<file path="config.mk">
export PLATFORM = sky130hd
export DESIGN_NAME = irq_flag_ctrl
export DESIGN_NICKNAME = d
export VERILOG_FILES = /design/src/rtl/irq_pkg.sv /design/src/rtl/irq_sync.sv /design/src/rtl/irq_evt_det.sv /design/src/rtl/irq_gie.sv /design/src/rtl/irq_flag_ctrl.sv
export SDC_FILE = /design/constraint.sdc
export NUM_CORES = 1
export LEC_CHECK = 0
export BUFFER_PORTS_ARGS = -buffer_cell sky130_fd_sc_hd__buf_2
export CAP_MARGIN = 10
export CORE_UTILIZATION = 50
export CTS_BUF_LIST = sky130_fd_sc_hd__clkbuf_4 sky130_fd_sc_hd__clkbuf_8
export DETAILED_ROUTE_END_ITERATION = 8
export HOLD_SLACK_MARGIN = 0.05
export PLACE_DENSITY = 0.87
export RECOVER_POWER = 25
export REMOVE_ABC_BUFFERS = 1
export SLEW_MARGIN = 20
export SYNTH_ARGS = -nofsm -noshare
export SYNTH_HDL_FRONTEND = slang
export SYNTH_SLANG_ARGS = --single-unit
</file>
<file path="constraint.sdc">
create_clock -name clk -period 2.5 [get_ports clk]
set_input_delay 0.5 -clock clk [delete_from_list [all_inputs] [get_ports clk]]
set_output_delay 0.5 -clock clk [all_outputs]
set_load 0.01 [all_outputs]
</file>
<file path="src/rtl/irq_pkg.sv">
package irq_pkg;
  localparam int NUM_SRC = 3;

  typedef enum logic [1:0] {
    SRC_TMR  = 2'd0,
    SRC_PORT = 2'd1,
    SRC_EXT  = 2'd2
  } src_e;

  typedef struct packed {
    logic ext;
    logic port;
    logic tmr;
  } src_vec_t;
endpackage

</file>
<file path="src/rtl/irq_sync.sv">
module irq_sync #(
  parameter int W      = 8,
  parameter int STAGES = 2
) (
  input  logic         clk,
  input  logic         rst,
  input  logic [W-1:0] d,
  output logic [W-1:0] q
);
  logic [STAGES-1:0][W-1:0] chain;

  generate
    if (STAGES == 1) begin : g_one
      always_ff @(posedge clk) begin
        if (rst) chain <= '0;
        else     chain[0] <= d;
      end
    end else begin : g_many
      always_ff @(posedge clk) begin
        if (rst) begin
          chain <= '0;
        end else begin
          chain[0] <= d;
          for (int i = 1; i < STAGES; i++) chain[i] <= chain[i-1];
        end
      end
    end
  endgenerate

  assign q = chain[STAGES-1];
endmodule

</file>
<file path="src/rtl/irq_evt_det.sv">
module irq_evt_det #(
  parameter int PORT_W = 8
) (
  input  logic              clk,
  input  logic              rst,
  input  logic [PORT_W-1:0] port_s,
  input  logic              ext_s,
  input  logic              ext_sel,
  output logic              port_chg,
  output logic              ext_fall
);
  logic [PORT_W-1:0] port_prev;
  logic              ext_prev;

  always_ff @(posedge clk) begin
    if (rst) begin
      port_prev <= '0;
      ext_prev  <= 1'b0;
    end else begin
      port_prev <= port_s;
      ext_prev  <= ext_s;
    end
  end

  assign port_chg = |(port_s ^ port_prev);
  assign ext_fall = ext_sel & ext_prev & ~ext_s;
endmodule

</file>
<file path="src/rtl/irq_gie.sv">
module irq_gie (
  input  logic clk,
  input  logic rst,
  input  logic set_i,
  input  logic clr_i,
  input  logic ack_i,
  output logic gie_q
);
  always_ff @(posedge clk) begin
    if (rst)                gie_q <= 1'b0;
    else if (clr_i | ack_i) gie_q <= 1'b0;
    else if (set_i)         gie_q <= 1'b1;
  end
endmodule

</file>
<file path="src/rtl/irq_flag_ctrl.sv">
module irq_flag_ctrl
  import irq_pkg::*;
#(
  parameter int PORT_W      = 8,
  parameter int REG_W       = 8,
  parameter int SYNC_STAGES = 2
) (
  input  logic              clk,
  input  logic              rst,
  input  logic              tmr_ovf_i,
  input  logic [PORT_W-1:0] port_i,
  input  logic              ext_i,
  input  logic              ext_sel_i,
  input  logic              gie_set_i,
  input  logic              gie_clr_i,
  input  logic              irq_ack_i,
  input  logic              reg_wr_i,
  input  logic              reg_addr_i,
  input  logic [REG_W-1:0]  reg_wdata_i,
  output logic [REG_W-1:0]  flags_o,
  output logic [REG_W-1:0]  mask_o,
  output logic              gie_o,
  output logic              irq_o,
  output logic [PORT_W-1:0] port_o,
  output logic              ext_io_o
);
  localparam int PAD_W = REG_W - NUM_SRC;

  logic [PORT_W:0] sync_in, sync_out;
  logic            port_chg, ext_fall;
  src_vec_t        flags_q, mask_q, events, clr_vec;
  logic            irq_q;

  assign sync_in = {ext_i, port_i};

  irq_sync #(.W(PORT_W + 1), .STAGES(SYNC_STAGES)) sync_i (
    .clk (clk), .rst (rst), .d (sync_in), .q (sync_out)
  );

  irq_evt_det #(.PORT_W(PORT_W)) det_i (
    .clk      (clk),
    .rst      (rst),
    .port_s   (sync_out[PORT_W-1:0]),
    .ext_s    (sync_out[PORT_W]),
    .ext_sel  (ext_sel_i),
    .port_chg (port_chg),
    .ext_fall (ext_fall)
  );

  irq_gie gie_i (
    .clk   (clk),
    .rst   (rst),
    .set_i (gie_set_i),
    .clr_i (gie_clr_i),
    .ack_i (irq_ack_i),
    .gie_q (gie_o)
  );

  always_comb begin
    events      = '0;
    events.tmr  = tmr_ovf_i;
    events.port = port_chg;
    events.ext  = ext_fall;
    clr_vec     = '0;
    if (reg_wr_i && !reg_addr_i) clr_vec = ~reg_wdata_i[NUM_SRC-1:0];
  end

  always_ff @(posedge clk) begin
    if (rst) begin
      flags_q <= '0;
      mask_q  <= '0;
      irq_q   <= 1'b0;
    end else begin
      flags_q <= (flags_q & ~clr_vec) | events;
      if (reg_wr_i && reg_addr_i) mask_q <= reg_wdata_i[NUM_SRC-1:0];
      irq_q   <= (|(flags_q & mask_q)) & gie_o;
    end
  end

  assign flags_o  = {{PAD_W{1'b0}}, flags_q};
  assign mask_o   = {{PAD_W{1'b0}}, mask_q};
  assign irq_o    = irq_q;
  assign port_o   = sync_out[PORT_W-1:0];
  assign ext_io_o = sync_out[PORT_W];
endmodule

</file>
Word-level counts from Yosys, hierarchy flattened
Index checks and enable logic that the tools add are counted.
Widths: inputs -> output; s select.
- mux-type cells: 1
- bitwise operators: 11
- reductions and logical operators: 6
- operators with widths (operator ; count):
    $reduce_or 8->1 ; 1
    $xor 8x8->8 ; 1
    $and 3x3->3 ; 2
    $not 3->3 ; 2
    $and 1x1->1 ; 3
    $mux 3 ; 1
    $or 3x3->3 ; 1
    $reduce_or 3->1 ; 1
    $logic_and 1x1->1 ; 2
    $reduce_or 2->1 ; 1
    $logic_not 1->1 ; 1
    $not 1->1 ; 1
    $or 1x1->1 ; 1
- register bits after elaboration: 35
- input bits: 26
- output and inout port bits: 27
- word-level logic and storage cells: 30

Longest topological paths before layout
- depth in word-level cells: 6
- gate-level depth with buffers: 3
- depth with buffers taken out: 3

Hierarchy
A second synthesis with hierarchy kept.
- cells, all modules: 119
- area total of the unflattened synthesis: 1271.2 µm²
- modules (own cells, without submodules) (module ; instances ; cells an instance ; area an instance (µm²) ; seq. area each (µm²)):
    irq_sync ; 1 ; 46 ; 556.8 ; 360.3
    irq_flag_ctrl ; 1 ; 39 ; 347.8 ; 140.1
    irq_evt_det ; 1 ; 31 ; 330.3 ; 180.2
    irq_gie ; 1 ; 3 ; 36.3 ; 20.0

Worst setup path after synthesis
No wires, ideal clock.
- path type: in2reg
- start point: input reg_addr_i
- end point: register flags_q (netlist bit flags_o[1])
- library setup time: 0.127 ns
- arrival: 0.850 ns
- data required time: 2.373 ns
- path slack: 1.523 ns
- stages on the path: 3
- buffers on the path: 0
- cells stage by stage: nand2b_1 -> o21ai_0 -> a31oi_1
- longest elaborated chain between the ends: 6
- RTL lines (element ; line ; text):
    from (decl) ; irq_flag_ctrl.sv:18 ; input logic reg_addr_i,
    $logic_not 1->1 ; irq_flag_ctrl.sv:65 ; if (reg_wr_i && !reg_addr_i) clr_vec = ~reg_wdata_i[NUM_SRC-1:0];
    $logic_and 1x1->1 ; irq_flag_ctrl.sv:65 ;
    $mux 3 ; irq_flag_ctrl.sv:65 ;
    $not 3->3 ; irq_flag_ctrl.sv:74 ; flags_q <= (flags_q & ~clr_vec) | events;
    $and 3x3->3 ; irq_flag_ctrl.sv:74 ;
    $or 3x3->3 ; irq_flag_ctrl.sv:74 ;
    to (signal assigned) ; irq_flag_ctrl.sv:74 ;
    to (decl) ; irq_flag_ctrl.sv:31 ; src_vec_t flags_q, mask_q, events, clr_vec;
No other way between the ends.
A chain may end at the register's enable or synchronous reset.

Worst setup path after layout
- start point: input rst
- end point: register sync_i.chain (netlist bit sync_i.q[2])
- RTL lines (element ; line ; text):
    from (decl) ; irq_flag_ctrl.sv:9 ; input logic rst,
    to (decl) ; irq_sync.sv:10 ; logic [STAGES-1:0][W-1:0] chain;
No word-level cell between the ends.

==> flow_summary.toml <==
[synth]
synth_area_per_cell_um2 = 10.6
yosysSeqAreaShare = 0.565
ys_warn_count = 0
syn-instance-count = 117
synth_cell_type_count = 20
synth_seq_cells = 35
synth_area_um2 = 1240

[setup_path]
cp_cell_sequence = "clkbuf_1 > nor2b_1"
crit_family = "buffers and inverters"
crit_buf_inv = 1
worstSetupPathType = "in2reg"
r2r-end = "flags_o[1]"
crit_arrival_ns = 1.62
crit_fanout = 35
cp.required_ns = 2.66
startpoint_type = "input port"
crit-reg2reg-launch = "sync_i.q[6]"
r2r_cells = 3
crit_path_end_kind = "flip-flop"
slowest_delay_ns = 0.98
cp_slowest_cell = "clkbuf_1"
ff2ff_setup_slack_ns = 1.44

[drt]
dr.pass1.iters = 4
drt_wl_total_mm = 1.73
drc = 0
drtIter0Drc = 8
viasPerCell = 4.52
dr_total_vias = 804
antenna_left = 0
wl_per_cell_um = 9.72

[placement]
portBuffers = 37
gp_congestion = 0.605
hpwl_mm = 1.24

[grt]
grt_pass1_vias = 705
gr-total-overflow = 0
grt_pass1_wl_mm = 2.75
grt_max_degree = 36
antenna_found_initial = 0
track_usage = 0.151

[worst_hold_path]
min_to = "gie_i.gie_q"
worstHoldPathCells = 2
hold_path.startpoint = "irq_ack_i"
hp-class = "in2reg"

[pwr]
p_sw_uw = 228
irDropWorstVdd_mv = 0.602
fin_total_pwr_mw = 1.08
p_int_uw = 855
power_density_nw_per_um2 = 758
switching_share = 0.211
p_seq_frac = 0.546
pwr-share-comb = 0.075
leakagePower_nw = 0.694
clkPwrFrac = 0.379

[layout]
final_nets = 175
areaGrowthSynthToFinish_pct = 15.2
drive_gt1_frac = 0.307
postLayoutCoreUtil = 0.628
antennaDiodeCount = 0

[floorplan]
die_h_um = 51.8
core_um2 = 2280
row_count = 17
start_util = 0.545
ios = 53
dieWidth_um = 51.8
dieArea_um2 = 2680

[flow_run]
max_cap_violations = 0

[sta]
period_minus_slack_ns = 1.46
drv_slew = 0
finalClockSkew_ns = 0.00628
setup_violations = 0
fin_worst_hold_slack_ns = 0.335
relSlewSlack = 0.0785
tightest_slew_ns = 1.38
fmax_ghz = 0.687
fin_crit_sh = 0.582
grt_setup_unrepaired = "no"
fin_setup_tns_ns = 0
hold_viol = 0

[cts]
root_buffer = "clkbuf_4"
h-tree-depth = 2
cts_buffers = 5
cts_setup_buffers = 0
cts_resized = 0
clk_pin_slew_ns = 0.09
clk_latency_ns = 0.33
ctsHoldBuffers = 0
cts_tree = "done"
cts_max_path_buffers = 2
cts.sinks = 35

[status]
outcome = "finished, final reports clean"
-- routing by layer --
layer  track usage  up-vias  wire length [µm]
met2         0.268       37               835
li1              -      409                 -
met3        0.0789        5               158
met5             0        -                 0
met1         0.136      353               702
met4        0.0811        0                35
-- registers in the layout, summed over array words and instances (netlist names) --
signal and count:
mask_o 3, sync_i.q 9, det_i.ext_prev 1, gie_i.gie_q 1, sync_i.chain 9, det_i.port_prev 8, irq_o 1, flags_o 3
-- kinds of logic after synthesis --
logic type,after synthesis,synth area share
flip-flops,35,0.565
AND/OR/NAND/NOR,41,0.206
other,1,0.00302
buffers and inverters,22,0.124
XOR/XNOR,8,0.0565
AO/OA/AOI/OAI,10,0.0454
-- worst max-delay path by stage --
stage	cells past startpoint	endpoint	slack, ns	from
CTS	1	port_o[5]	1.12	sync_i.q[5]
global placement	2	irq_o	1.27	rst
finish	2	sync_i.q[2]	1.04	rst
detailed placement	2	irq_o	1.25	rst
global route	2	sync_i.q[2]	0.87	rst
floorplan	3	flags_o[1]	1.52	reg_addr_i
-- placed cells by master, fill, tap and decap left out, types with 2 or more instances in the layout --
cell / instances
buf_2: 36
clkbuf_4: 5
a21oi_1: 5
nand2_1: 4
conb_1: 10
nor4_2: 2
xor2_1: 8
nor2b_1: 27
nand3_1: 3
o21ai_0: 2
dfxtp_1: 35
-- cell type report --
class	count	area, µm²
clock buffers	6	51.3
clock inverters	2	35.0
fillers	201	847
inverters	1	3.75
multi-input cells	69	419
flip-flops and latches	35	701
well taps	28	35.0
repair buffers	37	184
-- power groups by stage --
stage / Sequential [mW] / Combinational, mW / Clock (mW)
2_1_floorplan: 0.609 / 0.0361 / 0
3_3_place_gp: 0.604 / 0.0795 / 0
3_5_place_dp: 0.605 / 0.0815 / 0
4_1_cts: 0.592 / 0.0822 / 0.428
5_1_grt: 0.595 / 0.0912 / 0.454
6_report: 0.592 / 0.0808 / 0.411
-- per-stage QoR --
step / instances / setup slack, ns / instance area (µm²)
5_1_grt: 178 / 0.867 / 1430
3_5_place_dp: 170 / 1.25 / 1340
6_report: 178 / 1.04 / 1430
4_1_cts: 178 / 1.12 / 1430
3_3_place_gp: 170 / 1.27 / 1340
2_1_floorplan: 105 / 1.52 / 1120
-- synth_stat cells --
cell type   n  area, µm²
o21ai_1     1       5.00
dfxtp_1    35        701
nand2b_1    1       6.26
a222oi_1    1       10.0
nand3b_1    1       7.51
nor4_2      2       25.0
buf_4      18        135
a31oi_1     1       6.26
nor4_1      1       6.26
nor2_1      1       3.75
inv_1       1       3.75
buf_2       3       15.0
nand3_1     3       15.0
nand2_1     4       15.0
a21oi_1     5       25.0
o21ai_0     2       10.0
nor2b_1    27        169
nor3b_1     1       7.51
conb_1      1       3.75
xor2_1      8       70.1
Note: power is estimated with default switching activity, not from simulation.
